<file path="config.mk">
export PLATFORM = sky130hd
export DESIGN_NAME = dram_refresh_seq
export DESIGN_NICKNAME = d
export VERILOG_FILES = /design/src/rtl/dram_rfsh_pkg.sv /design/src/rtl/rfsh_rst_sync.sv /design/src/rtl/rfsh_timer.sv /design/src/rtl/rfsh_backlog.sv /design/src/rtl/rfsh_strobe_fsm.sv /design/src/rtl/dram_refresh_seq.sv
export SDC_FILE = /design/constraint.sdc
export NUM_CORES = 1
export LEC_CHECK = 0
export BUFFER_PORTS_ARGS = -buffer_cell sky130_fd_sc_hd__buf_2
export CELL_PAD_IN_SITES_DETAIL_PLACEMENT = 1
export CELL_PAD_IN_SITES_GLOBAL_PLACEMENT = 1
export CORE_ASPECT_RATIO = 0.7
export CORE_MARGIN = 1
export CORE_UTILIZATION = 42
export CTS_BUF_LIST = sky130_fd_sc_hd__clkbuf_4 sky130_fd_sc_hd__clkbuf_8 sky130_fd_sc_hd__clkbuf_16
export DETAILED_ROUTE_END_ITERATION = 7
export PLACE_DENSITY = 0.79
export SLEW_MARGIN = 20
export SYNTH_ARGS = -nofsm -noshare
export SYNTH_HDL_FRONTEND = slang
export SYNTH_SLANG_ARGS = --single-unit
</file>
<file path="constraint.sdc">
create_clock -name clk -period 0.9 [get_ports clk]
set_input_delay 0.18 -clock clk [delete_from_list [all_inputs] [get_ports clk]]
set_output_delay 0.18 -clock clk [all_outputs]
set_load 0.005 [all_outputs]
</file>
<file path="src/rtl/dram_rfsh_pkg.sv">
package dram_rfsh_pkg;

  typedef enum logic [2:0] {
    ST_IDLE,
    ST_REQ,
    ST_SETUP,
    ST_ACTIVE,
    ST_PRECH,
    ST_DONE
  } rfsh_state_e;

  // Round a nanosecond delay up to whole clocks, never less than one.
  function automatic int unsigned ns_to_clk(input int unsigned ns, input int unsigned clk_ps);
    longint unsigned q;
    q = (longint'(ns) * 1000 + longint'(clk_ps) - 1) / longint'(clk_ps);
    if (q < 1) q = 1;
    return int'(q);
  endfunction

  function automatic int unsigned max_u(input int unsigned a, input int unsigned b);
    return (a > b) ? a : b;
  endfunction

endpackage

</file>
<file path="src/rtl/rfsh_rst_sync.sv">
module rfsh_rst_sync (
  input  logic clk,
  input  logic rst_n,
  output logic rst_sync_n
);
  logic meta_q;
  logic hold_q;

  always_ff @(posedge clk or negedge rst_n) begin
    if (!rst_n) begin
      meta_q <= 1'b0;
      hold_q <= 1'b0;
    end else begin
      meta_q <= 1'b1;
      hold_q <= meta_q;
    end
  end

  assign rst_sync_n = hold_q;
endmodule

</file>
<file path="src/rtl/rfsh_timer.sv">
module rfsh_timer #(
  parameter int unsigned PAUSE_CYC = 10000,
  parameter int unsigned SLOT_CYC  = 780
) (
  input  logic clk,
  input  logic rst_n,
  input  logic run_en,
  output logic pause_end,
  output logic slot_tick
);
  localparam int unsigned SPAN = (PAUSE_CYC > SLOT_CYC) ? PAUSE_CYC : SLOT_CYC;
  localparam int unsigned CW   = $clog2(SPAN + 1);
  localparam logic [CW-1:0] PAUSE_LAST = CW'(PAUSE_CYC - 1);
  localparam logic [CW-1:0] SLOT_LAST  = CW'(SLOT_CYC - 1);

  logic [CW-1:0] cnt_q, cnt_d;
  logic          paused_q, paused_d;
  logic          cnt_en;

  always_comb begin
    cnt_d     = cnt_q;
    paused_d  = paused_q;
    cnt_en    = 1'b0;
    pause_end = 1'b0;
    slot_tick = 1'b0;
    if (!paused_q) begin
      cnt_en = 1'b1;
      if (cnt_q == PAUSE_LAST) begin
        cnt_d     = '0;
        paused_d  = 1'b1;
        pause_end = 1'b1;
      end else begin
        cnt_d = cnt_q + 1'b1;
      end
    end else if (run_en) begin
      cnt_en = 1'b1;
      if (cnt_q == SLOT_LAST) begin
        cnt_d     = '0;
        slot_tick = 1'b1;
      end else begin
        cnt_d = cnt_q + 1'b1;
      end
    end
  end

  always_ff @(posedge clk or negedge rst_n) begin
    if (!rst_n) begin
      cnt_q    <= '0;
      paused_q <= 1'b0;
    end else if (cnt_en) begin
      cnt_q    <= cnt_d;
      paused_q <= paused_d;
    end
  end
endmodule

</file>
<file path="src/rtl/rfsh_backlog.sv">
module rfsh_backlog #(
  parameter int unsigned WIDTH     = 4,
  parameter int unsigned INIT_LOAD = 8
) (
  input  logic clk,
  input  logic rst_n,
  input  logic load,
  input  logic tick,
  input  logic take,
  output logic pending
);
  localparam logic [WIDTH-1:0] FULL   = '1;
  localparam logic [WIDTH-1:0] LOAD_V = WIDTH'(INIT_LOAD);

  logic [WIDTH-1:0] cnt_q, cnt_d;
  logic             cnt_en;

  always_comb begin
    cnt_d  = cnt_q;
    cnt_en = 1'b0;
    if (load) begin
      cnt_d  = LOAD_V;
      cnt_en = 1'b1;
    end else if (tick && !take) begin
      if (cnt_q != FULL) begin
        cnt_d  = cnt_q + 1'b1;
        cnt_en = 1'b1;
      end
    end else if (take && !tick) begin
      if (cnt_q != '0) begin
        cnt_d  = cnt_q - 1'b1;
        cnt_en = 1'b1;
      end
    end
  end

  always_ff @(posedge clk or negedge rst_n) begin
    if (!rst_n) begin
      cnt_q <= '0;
    end else if (cnt_en) begin
      cnt_q <= cnt_d;
    end
  end

  assign pending = (cnt_q != '0);
endmodule

</file>
<file path="src/rtl/rfsh_strobe_fsm.sv">
module rfsh_strobe_fsm
  import dram_rfsh_pkg::*;
#(
  parameter int unsigned N_CSR   = 1,
  parameter int unsigned N_HOLD  = 3,
  parameter int unsigned N_PRE   = 2,
  parameter int unsigned NUM_RAS = 2,
  parameter int unsigned NUM_CAS = 4
) (
  input  logic               clk,
  input  logic               rst_n,
  input  logic               pending,
  input  logic               gnt,
  output logic               take,
  output logic               req,
  output logic               own,
  output logic               done,
  output logic [NUM_RAS-1:0] ras_n,
  output logic [NUM_CAS-1:0] cas_n,
  output logic               we_n
);
  localparam int unsigned DMAX = max_u(max_u(N_CSR, N_HOLD), N_PRE);
  localparam int unsigned DW   = $clog2(DMAX + 1);
  localparam logic [DW-1:0] CSR_LAST  = DW'(N_CSR - 1);
  localparam logic [DW-1:0] HOLD_LAST = DW'(N_HOLD - 1);
  localparam logic [DW-1:0] PRE_LAST  = DW'(N_PRE - 1);

  rfsh_state_e   state_q, state_d;
  logic [DW-1:0] dly_q, dly_d;
  logic          dly_en;

  logic own_d, req_d, done_d, cas_lo_d, ras_lo_d;
  logic own_q, req_q, done_q, cas_lo_q, ras_lo_q;

  // next state
  always_comb begin
    state_d = state_q;
    dly_d   = dly_q;
    dly_en  = 1'b0;
    take    = 1'b0;
    unique case (state_q)
      ST_IDLE: if (pending) state_d = ST_REQ;
      ST_REQ: begin
        if (gnt) begin
          state_d = ST_SETUP;
          dly_d   = CSR_LAST;
          dly_en  = 1'b1;
        end
      end
      ST_SETUP: begin
        dly_en = 1'b1;
        if (dly_q == '0) begin
          state_d = ST_ACTIVE;
          dly_d   = HOLD_LAST;
          take    = 1'b1;
        end else begin
          dly_d = dly_q - 1'b1;
        end
      end
      ST_ACTIVE: begin
        dly_en = 1'b1;
        if (dly_q == '0) begin
          state_d = ST_PRECH;
          dly_d   = PRE_LAST;
        end else begin
          dly_d = dly_q - 1'b1;
        end
      end
      ST_PRECH: begin
        dly_en = 1'b1;
        if (dly_q == '0) begin
          if (pending) begin
            state_d = ST_SETUP;
            dly_d   = CSR_LAST;
          end else begin
            state_d = ST_DONE;
          end
        end else begin
          dly_d = dly_q - 1'b1;
        end
      end
      ST_DONE: state_d = ST_IDLE;
      default: state_d = ST_IDLE;
    endcase
  end

  // outputs decoded from the next state, then registered
  always_comb begin
    own_d    = (state_d == ST_SETUP) || (state_d == ST_ACTIVE) || (state_d == ST_PRECH);
    req_d    = (state_d == ST_REQ) || own_d;
    done_d   = (state_d == ST_DONE);
    cas_lo_d = (state_d == ST_SETUP) || (state_d == ST_ACTIVE);
    ras_lo_d = (state_d == ST_ACTIVE);
  end

  always_ff @(posedge clk or negedge rst_n) begin
    if (!rst_n) begin
      state_q  <= ST_IDLE;
      own_q    <= 1'b0;
      req_q    <= 1'b0;
      done_q   <= 1'b0;
      cas_lo_q <= 1'b0;
      ras_lo_q <= 1'b0;
    end else begin
      state_q  <= state_d;
      own_q    <= own_d;
      req_q    <= req_d;
      done_q   <= done_d;
      cas_lo_q <= cas_lo_d;
      ras_lo_q <= ras_lo_d;
    end
  end

  always_ff @(posedge clk or negedge rst_n) begin
    if (!rst_n) begin
      dly_q <= '0;
    end else if (dly_en) begin
      dly_q <= dly_d;
    end
  end

  // strobe fan-out: every line of a kind follows one register
  for (genvar gr = 0; gr < NUM_RAS; gr++) begin : g_ras
    assign ras_n[gr] = ~ras_lo_q;
  end
  for (genvar gc = 0; gc < NUM_CAS; gc++) begin : g_cas
    assign cas_n[gc] = ~cas_lo_q;
  end

  assign we_n = 1'b1;
  assign own  = own_q;
  assign req  = req_q;
  assign done = done_q;
endmodule

</file>
<file path="src/rtl/dram_refresh_seq.sv">
module dram_refresh_seq
  import dram_rfsh_pkg::*;
#(
  parameter int unsigned CLK_PERIOD_PS  = 20000,
  parameter int unsigned T_PAUSE_NS     = 200000,
  parameter int unsigned INIT_REFRESHES = 8,
  parameter int unsigned T_REFI_NS      = 15600,
  parameter int unsigned T_CSR_NS       = 10,
  parameter int unsigned T_CHR_NS       = 10,
  parameter int unsigned T_RAS_NS       = 50,
  parameter int unsigned T_RP_NS        = 30,
  parameter int unsigned T_RC_NS        = 84,
  parameter int unsigned T_RPC_NS       = 5,
  parameter int unsigned BACKLOG_W      = 4,
  parameter int unsigned NUM_RAS        = 2,
  parameter int unsigned NUM_CAS        = 4
) (
  input  logic               clk,
  input  logic               rst_n,
  input  logic               refresh_gnt,
  output logic               refresh_req,
  output logic               bus_own,
  output logic               refresh_done,
  output logic               mem_ready,
  output logic [NUM_RAS-1:0] ras_n,
  output logic [NUM_CAS-1:0] cas_n,
  output logic               we_n
);
  localparam int unsigned N_PAUSE = ns_to_clk(T_PAUSE_NS, CLK_PERIOD_PS);
  localparam int unsigned N_REFI  = ns_to_clk(T_REFI_NS, CLK_PERIOD_PS);
  localparam int unsigned N_CSR   = ns_to_clk(T_CSR_NS, CLK_PERIOD_PS);
  localparam int unsigned N_HOLD  = max_u(ns_to_clk(T_RAS_NS, CLK_PERIOD_PS),
                                          ns_to_clk(T_CHR_NS, CLK_PERIOD_PS));
  localparam int unsigned N_RC    = ns_to_clk(T_RC_NS, CLK_PERIOD_PS);
  localparam int unsigned N_RC_LEFT = (N_RC > N_HOLD + N_CSR) ? (N_RC - N_HOLD - N_CSR) : 1;
  localparam int unsigned N_PRE   = max_u(max_u(ns_to_clk(T_RP_NS, CLK_PERIOD_PS),
                                                ns_to_clk(T_RPC_NS, CLK_PERIOD_PS)), N_RC_LEFT);

  logic rst_sync_n;
  logic pause_end, slot_tick, take, pending;
  logic ready_q;

  rfsh_rst_sync u_rst_sync (
    .clk        (clk),
    .rst_n      (rst_n),
    .rst_sync_n (rst_sync_n)
  );

  rfsh_timer #(
    .PAUSE_CYC (N_PAUSE),
    .SLOT_CYC  (N_REFI)
  ) u_timer (
    .clk       (clk),
    .rst_n     (rst_sync_n),
    .run_en    (ready_q),
    .pause_end (pause_end),
    .slot_tick (slot_tick)
  );

  rfsh_backlog #(
    .WIDTH     (BACKLOG_W),
    .INIT_LOAD (INIT_REFRESHES)
  ) u_backlog (
    .clk     (clk),
    .rst_n   (rst_sync_n),
    .load    (pause_end),
    .tick    (slot_tick),
    .take    (take),
    .pending (pending)
  );

  rfsh_strobe_fsm #(
    .N_CSR   (N_CSR),
    .N_HOLD  (N_HOLD),
    .N_PRE   (N_PRE),
    .NUM_RAS (NUM_RAS),
    .NUM_CAS (NUM_CAS)
  ) u_fsm (
    .clk     (clk),
    .rst_n   (rst_sync_n),
    .pending (pending),
    .gnt     (refresh_gnt),
    .take    (take),
    .req     (refresh_req),
    .own     (bus_own),
    .done    (refresh_done),
    .ras_n   (ras_n),
    .cas_n   (cas_n),
    .we_n    (we_n)
  );

  // ready latches on the first release
  always_ff @(posedge clk or negedge rst_sync_n) begin
    if (!rst_sync_n) begin
      ready_q <= 1'b0;
    end else if (refresh_done && !ready_q) begin
      ready_q <= 1'b1;
    end
  end

  assign mem_ready = ready_q;
endmodule

</file>
==> qor.yml, run 1 <==
outcome:
  outcome: "stopped before the end"
  stop_stage: "global routing"
  error: "[ERROR DPL-0033] detailed placement checks failed during check placement."
global_routing:
  grt_max_degree: 23
  antenna_found_initial: 1
logic_synthesis:
  synth_cell_types: 45
  synth_enable_flop_cells: 0
  syn-cell-area_um2: 1840
  ys_seq_elements: 32
  dominantRegCellSynth: "dfrtp_1"
  syn_inst: 193
  synth-seq-area-share_pct: 43.4
  yosys_warnings: 0
  async_flop_share_pct: 100
  synth.avg_cell_area_um2: 9.56
floorplan:
  ioPinCount: 14
  rows: 19
  die_height_um: 57.4
  die_w_um: 81.2
  start_util_pct: 45.4
sta:
  endpoint_type: "register input"
  grt-worst-endpoint: "u_backlog.cnt_q[3]$_DFFE_PN0P_/D"
clock_network:
  cts.htree.levels: 2
  clock_sinks: 32
  cts_buffer_depth: 2
  cts_buffers: 5
  root_buffer: "clkbuf_8"
place:
  placed_cell_area_um2: 2440
  hpwl_mm: 4.44
  place.gp.congestion: 0.939
  portBuffers: 12
## through the flow
stage	hold WS, ns	setup WS (ns)	utilization, %	cells
after CTS	0.126	-1.68	74.1	333
after detailed placement	-0.0297	-1.71	60.1	306
after global placement	-0.0359	-1.57	60.1	306
after floorplan	-0.116	-1.61	-	194
## what timing repair did
| action | CTS |
|---|---|
| setup endpoints to repair | 40 |
| hold buffers | 1 |
| endpoints found under the hold margin | 2 |
| gates resized for setup | 69 |
| pin swaps | 23 |
| buffers inserted | 21 |
## cell families after synthesis
group                      share of synthesized area [%]
and+or+nand+nor                                     21.8
AOI/OAI and AO/OA                                   13.3
xor gates and xnor gates                            4.75
adders and majority gates                           6.51
muxes                                               3.46
DFF                                                 43.4
other                                              0.203
buffers and inverters                               6.58
## Yosys cell counts (2+ instances only)
| master | n | area share (%) |
|---|---|---|
| xor2_1 | 6 | 2.8 |
| and2_1 | 2 | 0.68 |
| a21oi_1 | 12 | 3.3 |
| nor4b_1 | 3 | 1.4 |
| or3_1 | 4 | 1.4 |
| dfrtp_1 | 32 | 43 |
| a21oi_2 | 2 | 0.95 |
| mux2_2 | 3 | 1.8 |
| clkbuf_1 | 2 | 0.41 |
| nand3_1 | 7 | 1.9 |
| nor2_1 | 11 | 2.2 |
| and4_1 | 2 | 0.95 |
| mux2i_1 | 3 | 1.6 |
| and3_1 | 3 | 1.0 |
| or4_4 | 2 | 1.2 |
| inv_1 | 18 | 3.7 |
| a211oi_1 | 2 | 0.81 |
| xnor2_1 | 4 | 1.9 |
| ha_1 | 8 | 5.4 |
| o21ai_0 | 9 | 2.4 |
| buf_4 | 5 | 2.0 |
| nand4_1 | 6 | 2.0 |
| or2_2 | 4 | 1.4 |
| o211ai_1 | 2 | 0.81 |
| nand2b_1 | 4 | 1.4 |
| nand2_1 | 15 | 3.1 |
| o22ai_1 | 4 | 1.4 |
==> run 2, diff against run 1 <==
--- a/config.mk
+++ b/config.mk
@@ -6,14 +6,10 @@
 export NUM_CORES = 1
 export LEC_CHECK = 0
 export BUFFER_PORTS_ARGS = -buffer_cell sky130_fd_sc_hd__buf_2
-export CELL_PAD_IN_SITES_DETAIL_PLACEMENT = 1
-export CELL_PAD_IN_SITES_GLOBAL_PLACEMENT = 1
-export CORE_ASPECT_RATIO = 0.7
 export CORE_MARGIN = 1
-export CORE_UTILIZATION = 42
-export CTS_BUF_LIST = sky130_fd_sc_hd__clkbuf_4 sky130_fd_sc_hd__clkbuf_8 sky130_fd_sc_hd__clkbuf_16
+export CORE_UTILIZATION = 40
 export DETAILED_ROUTE_END_ITERATION = 7
-export PLACE_DENSITY = 0.79
+export PLACE_DENSITY_LB_ADDON = 0.15
 export SLEW_MARGIN = 20
 export SYNTH_ARGS = -nofsm -noshare
 export SYNTH_HDL_FRONTEND = slang
==> constraint.sdc (replaced) <==
create_clock -name clk -period 1.2 [get_ports clk]
set_input_delay 0.24 -clock clk [delete_from_list [all_inputs] [get_ports clk]]
set_output_delay 0.24 -clock clk [all_outputs]
set_load 0.005 [all_outputs]
==> run 2 against run 1 <==
Effect of this change: the flow now finishes, with violations (negative setup slack); synthesized cell count unchanged; area after synthesis unchanged.
==> qor.yml, run 2 <==
logic_synthesis:
  synth_enable_flop_cells: 0  # unchanged
  synth.avg_cell_area_um2: 9.56  # unchanged
  syn-cell-area_um2: 1840  # unchanged
  synth_top_area_share_pct: 43.4  # unchanged
  synthTopCellsByCount: "dfrtp_1, inv_1, nand2_1"  # unchanged
  async_flop_share_pct: 100  # unchanged
  syn_inst: 193  # unchanged
  synth_cell_types: 45  # unchanged
  synth_largest_area_cell: "dfrtp_1"  # unchanged
  yosys_warnings: 0  # unchanged
  ys_seq_elements: 32  # unchanged
  yosys-top-cells-area: "dfrtp_1, ha_1, inv_1"  # unchanged
  synth.most_common_cell: "dfrtp_1"  # unchanged
  dominantRegCellSynth: "dfrtp_1"  # unchanged
  synth-seq-area-share_pct: 43.4  # unchanged
drt:
  vias: 1694
  dr.pass1.iters: 4
  wire_per_inst_um: 14.8
  drt-initial-drc-count: 98
  wirelength_mm: 4.82
  final_antenna_net_count: 0
  drc_errors: 0
  viasPerCell: 5.21
cells_and_area:
  drive_gt1_share_pct: 54.2
  final_cell_mix: "buf_4, dfrtp_1, buf_6, nand2_1"
  diodes: 0
  largest_reg_flops: 14
  largestRegisters: "u_timer.cnt_q: 14 flops, u_backlog.cnt_q: 4 flops, u_fsm.state_q: 3 flops"
  nets: 284
  area_delta_synth_final_pct: 59.6
  top_register: "u_timer.cnt_q"
  final_common_cell: "buf_4"
power:
  leakagePower_nw: 1.36
  peakVddDrop_v: 0.000485
  power_density_nw_per_um2: 722
clock_network:
  clock_sinks: 32  # unchanged
  clk_pin_slew_ns: 0.07
  cts.htree.levels: 2  # unchanged
  cts_buffer_depth: 2  # unchanged
  root_buffer: "clkbuf_8"  # unchanged
  clk_latency_ns: 0.28
  tritoncts: "built"
  cts_buffers: 5  # unchanged
sta:
  drv_slew: 0
  setup_violations: 28
  period_needed_ns: 2.58
  hold_slack_ns: 0.190
  fin_skew_ns: 0.00637
  fmax_mhz: 388
  finalHoldViolations: 0
  period_share_pct: 215
  setup_tns_ns: -12.14
  rsz0062_at_grt: "yes"
  setup_ws_ns: -1.38
floorplan:
  start_util_pct: 42.1  # was 45.4%
  ioPinCount: 14  # unchanged
  die_height_um: 69.9  # was 57.4 um
  die_w_um: 69.9  # was 81.2 um
  core_um2: 4380
  rows: 24  # was 19
  die_area_um2: 4890
run:
  drv_cap: 0
worst_setup_path:
  critPathKind: "reg2reg"
  end_kind: "flop"
  critPathLaunchType: "flop"
  cp.required_ns: 1.36
  cp_max_fo: 3
  cp.arrival_ns: 2.74
global_routing:
  grt_overflow: 0
  use_met3_pct: 4.91
  grt_pass1_vias: 1795
  grt_use_met2_pct: 36.4
  grt_pass1_wl_mm: 8.13
  grt_use_total_pct: 20.9
  grt_busiest_layer: "met2"
  globalRouteMet1Util_pct: 25.8
  antenna_found_initial: 0
  grt_max_degree: 21
place:
  pre_cts_ws_ns: -1.36  # was -1.71 ns
  hpwl_mm: 3.24  # was 4.44 mm
  portBuffers: 12  # unchanged
  place.gp.congestion: 0.862  # was 0.939
outcome:
  violations: "negative setup slack"
  outcome: "finished, violations left"  # was stopped before the end
hold_path:
  hp-class: "reg2async"
-- run 2: cell counts after synthesis --
No cell type changed its count.
-- run 2: timing repair --
| item | 4_1_cts | 5_1_grt |
|---|---|---|
| pin swaps | 11 | 22 |
| resized for setup | 37 | 35 |
| setup endpoints to repair | 28 | 29 |
| hold buffers | 1 | 0 |
| hold endpoints to repair | 2 | 0 |
| setup buffers | 5 | 13 |
-- run 2: cells by family after synthesis --
group	share of synthesized area [%]
simple gates	21.8
compound gates	13.3
other cells	0.203
mux	3.46
xor+xnor	4.75
fa+ha+maj	6.51
buf+inv	6.58
flops	43.4
-- run 2: worst max-delay path: stages (launching register included) --
cell and delay, ns:
dfrtp_1 0.36, ha_2 0.19, nor4b_4 0.21, nand2_1 0.13, or2_4 0.28, inv_2 0.07, ha_4 0.14, inv_4 0.05
ha_4 0.28, a21oi_2 0.06, and3_4 0.17, o211ai_1 0.18, mux2_2 0.35
-- run 2: cell type report --
cell class                 instances  area, um2
clock buffer                       6       72.6
clock inverter                     2       35.0
fill                             337       1440
inverter                          18       72.6
multi-input combinational        135       1240
sequential                        32        805
tap                               52       65.1
timing repair buffer              80        654
-- run 2: power breakdown --
part	internal, mW	switching [mW]
clock	0.616	0.392
sequential	1.08	0.00145
combinational	0.0100	0.0236
total	1.71	0.417
-- run 2: path summary, 6_finish.rpt --
check	slack, ns	startpoint	depth (start not counted)	to
setup / recovery	-1.38	u_timer.cnt_q[1]$_DFFE_PN0P_	12	u_backlog.cnt_q[3]$_DFFE_PN0P_
hold / removal	0.19	u_rst_sync.rst_sync_n$_DFF_PN0_	1	u_timer.cnt_q[11]$_DFFE_PN0P_
setup reg to reg	-1.38	u_timer.cnt_q[1]$_DFFE_PN0P_	12	u_backlog.cnt_q[3]$_DFFE_PN0P_
hold reg to reg	0.19	u_rst_sync.rst_sync_n$_DFF_PN0_	1	u_timer.cnt_q[11]$_DFFE_PN0P_
max in group asynchronous	0.72	u_rst_sync.rst_sync_n$_DFF_PN0_	1	u_backlog.cnt_q[2]$_DFFE_PN0P_
min in group clk	0.36	u_rst_sync.meta_q$_DFF_PN0_	0	u_rst_sync.rst_sync_n$_DFF_PN0_
-- run 2: per-stage QoR --
step	area, um2	cells	power [mW]	utilization (%)
final	2940	325	2.12	67.2
after global routing	2940	325	2.22	67.2
after CTS	2740	317	2.15	62.5
after detailed placement	2400	303	1.14	54.8
after global placement	2400	303	1.13	54.8
after floorplan	1930	194	1.12	-
-- run 2: metal layers --
layer  vias up  wire [um]
met5         -          0
met4         0         40
met3         6        120
met2        23       2540
met1       839       2120
li1        826          -
No activity file was read; power rests on OpenSTA's default activity.
==> run 3, diff against run 2 <==
--- a/config.mk
+++ b/config.mk
@@ -5,7 +5,7 @@
 export SDC_FILE = /design/constraint.sdc
 export NUM_CORES = 1
 export LEC_CHECK = 0
-export BUFFER_PORTS_ARGS = -buffer_cell sky130_fd_sc_hd__buf_2
+export BUFFER_PORTS_ARGS = -buffer_cell sky130_fd_sc_hd__buf_4
 export CORE_MARGIN = 1
 export CORE_UTILIZATION = 40
 export DETAILED_ROUTE_END_ITERATION = 7
@@ -14,3 +14,4 @@
 export SYNTH_ARGS = -nofsm -noshare
 export SYNTH_HDL_FRONTEND = slang
 export SYNTH_SLANG_ARGS = --single-unit
+export TNS_END_PERCENT = 20
==> run 3 against run 2 <==
Effect of this change: the flow still finishes with violations (negative setup slack); global-route usage is 0.35 points lower; via count is 2.3% higher; non-clock buffer count is 4 lower; worst hold slack worse by 0.041 ns; sequential cell count stayed put; clock skew is 0.00061 ns lower; fmax is 2.9% higher; sequential power hardly changed; power is 6.5% lower; final cell count is 1.2% lower; sequential share of layout area is 0.65 points higher; largest power group unchanged.
==> qor.yml, run 3 (synthesized netlist as in run 2, its figures left out) <==
global_routing:
  antenna_found_initial: 0  # unchanged
  grt_use_total_pct: 20.5  # was 20.9%
  grt_pass1_wl_mm: 7.88  # was 8.13 mm
  grt_pass1_vias: 1740  # was 1795
  grt_max_degree: 24  # was 21
  grt_overflow: 0  # unchanged
clock_network:
  cts_buffers: 5  # unchanged
  clock_sinks: 32  # unchanged
  clk_latency_ns: 0.29  # was 0.28 ns
  cts_buffer_depth: 2  # unchanged
  root_buffer: "clkbuf_8"  # unchanged
  clk_pin_slew_ns: 0.07  # about the same
  tritoncts: "built"  # unchanged
  cts.htree.levels: 2  # unchanged
floorplan:
  die_height_um: 69.9  # unchanged
  start_util_pct: 42.1  # unchanged
  die_w_um: 69.9  # unchanged
  ioPinCount: 14  # unchanged
  core_um2: 4380  # unchanged
  die_area_um2: 4890  # unchanged
  rows: 24  # unchanged
place:
  place.gp.congestion: 0.803  # was 0.862
  dp_cells: 303  # unchanged
  portBuffers: 12  # unchanged
  hpwl_mm: 3.33  # was 3.24 mm
  placed_cell_area_um2: 2430  # was 2400 um2
sta:
  fmax_mhz: 399  # was 388 MHz
  period_needed_ns: 2.50  # was 2.58 ns
  finalHoldViolations: 0  # unchanged
  rsz0062_at_grt: "yes"  # unchanged
  drv_slew: 0  # unchanged
  period_share_pct: 209  # was 215%
  setup_ws_ns: -1.30  # was -1.38 ns
  fin_skew_ns: 0.00576  # was 0.00637 ns
  setup_violations: 27  # was 28
drt:
  wire_per_inst_um: 14.5  # was 14.8 um
  dr.pass1.iters: 4  # unchanged
  wirelength_mm: 4.67  # was 4.82 mm
  vias: 1733  # was 1694
  final_antenna_net_count: 0  # unchanged
  viasPerCell: 5.40  # was 5.21
  drt-initial-drc-count: 70  # was 98
  drc_errors: 0  # unchanged
outcome:
  violations: "negative setup slack"  # unchanged
  outcome: "finished, violations left"  # unchanged
cells_and_area:
  regArea_um2: 803  # was 805 um2
  largest_reg_flops: 14  # unchanged
  stdcell_count: 321  # was 325
  top_register: "u_timer.cnt_q"  # unchanged
  final_util_pct: 65.5  # was 67.2%
  final_cell_mix: "buf_4, dfrtp_1, buf_6, nand2_1, inv_1"  # was buf_4, dfrtp_1, buf_6, nand2_1
  largestRegisters: "u_timer.cnt_q: 14 flops, u_backlog.cnt_q: 4 flops, u_fsm.state_q: 3 flops"  # unchanged
  diodes: 0  # unchanged
  area_delta_synth_final_pct: 55.7  # was 59.6%
  design_area_um2: 2870  # was 2940 um2
  nets: 280  # was 284
  final_common_cell: "buf_4"  # unchanged
  fillers: 345  # was 337
  drive_gt1_share_pct: 52.8  # was 54.2%
  multiInputGateArea_um2: 1200  # was 1240 um2
worst_setup_path:
  r2r-start: "u_timer.cnt_q[0]$_DFFE_PN0P_"  # was u_timer.cnt_q[1]$_DFFE_PN0P_
  r2r_cells: 12  # unchanged
  cp.required_ns: 1.38  # was 1.36 ns
  cp_max_fo: 3  # unchanged
  r2r-end: "u_backlog.cnt_q[3]$_DFFE_PN0P_"  # unchanged
  reg2reg_slack_ns: -1.30  # was -1.38 ns
  end_kind: "flop"  # unchanged
  critPathKind: "reg2reg"  # unchanged
  cp.arrival_ns: 2.68  # was 2.74 ns
  critPathLaunchType: "flop"  # unchanged
power:
  peakVddDrop_v: 0.000587  # was 0.000485 V
  power_density_nw_per_um2: 692  # was 722 nW/um2
  leakagePower_nw: 1.30  # was 1.36 nW
hold_path:
  hp-class: "reg2async"  # unchanged
run:
  drv_cap: 0  # unchanged
## run 3: worst max path at each step
stage	start	endpoint	slack [ns]	cells past startpoint
after detailed placement	u_timer.cnt_q[2]$_DFFE_PN0P_	u_backlog.cnt_q[3]$_DFFE_PN0P_	-1.36	11
after global routing	u_timer.cnt_q[0]$_DFFE_PN0P_	u_backlog.cnt_q[3]$_DFFE_PN0P_	-1.40	12
after CTS	u_timer.cnt_q[10]$_DFFE_PN0P_	u_backlog.cnt_q[3]$_DFFE_PN0P_	-1.31	11
after floorplan	u_timer.cnt_q[0]$_DFFE_PN0P_	u_backlog.cnt_q[3]$_DFFE_PN0P_	-1.32	12
final	u_timer.cnt_q[0]$_DFFE_PN0P_	u_backlog.cnt_q[3]$_DFFE_PN0P_	-1.30	12
after global placement	u_timer.cnt_q[2]$_DFFE_PN0P_	u_backlog.cnt_q[3]$_DFFE_PN0P_	-1.28	11
## run 3: power by group
part           total, mW  switching [mW]  leakage [nW]  internal (mW)
Sequential          1.09         0.00633         0.424           1.08
Combinational     0.0337          0.0198         0.832         0.0140
Clock              0.866           0.398        0.0455          0.468
Total               1.99           0.424          1.30           1.56
## run 3: area by class of cell
class,count,share of cell area [%]
Clock buffer,8,3.14
Timing Repair Buffer,76,22.5
Tap cell,52,2.27
Multi-Input combinational cell,135,41.7
Sequential cell,32,28.0
Inverter,18,2.44
## run 3: routing by layer
layer | vias up | GRT usage, % | wire length (um)
met2 | 55 | 35.3 | 2420
met1 | 845 | 24.7 | 1970
li1 | 821 | - | -
met5 | - | 0 | 0
met3 | 12 | 5.05 | 196
met4 | 0 | 7.78 | 85
## run 3: what timing repair did
item                                   CTS  global route
endpoints found under the hold margin    2             0
setup endpoints to repair               29            29
buffers inserted                         6             4
hold buffers                             1             0
resized for setup                       45            24
pin swaps                               17            21
## run 3: worst max-delay path, cell delays in order (launching register included)
cell and delay (ns):
dfrtp_1 0.36, ha_2 0.19, nor4b_4 0.19, nand2_1 0.13, or2_4 0.28, inv_2 0.06
ha_4 0.13, inv_4 0.04, ha_4 0.27, a21oi_2 0.06, and3_1 0.17, o211ai_1 0.17
mux2_2 0.35
## run 3: metrics by stage
step	total power, mW	setup WS [ns]	TNS [ns]	hold slack, ns
global route	2.06	-1.40	-12.81	0.193
finish	1.99	-1.30	-11.19	0.149
detailed placement	1.14	-1.36	-12.22	0.0248
CTS	2.02	-1.31	-10.85	0.171
global placement	1.14	-1.28	-11.21	0.0223
floorplan	1.12	-1.32	-7.39	-0.0556
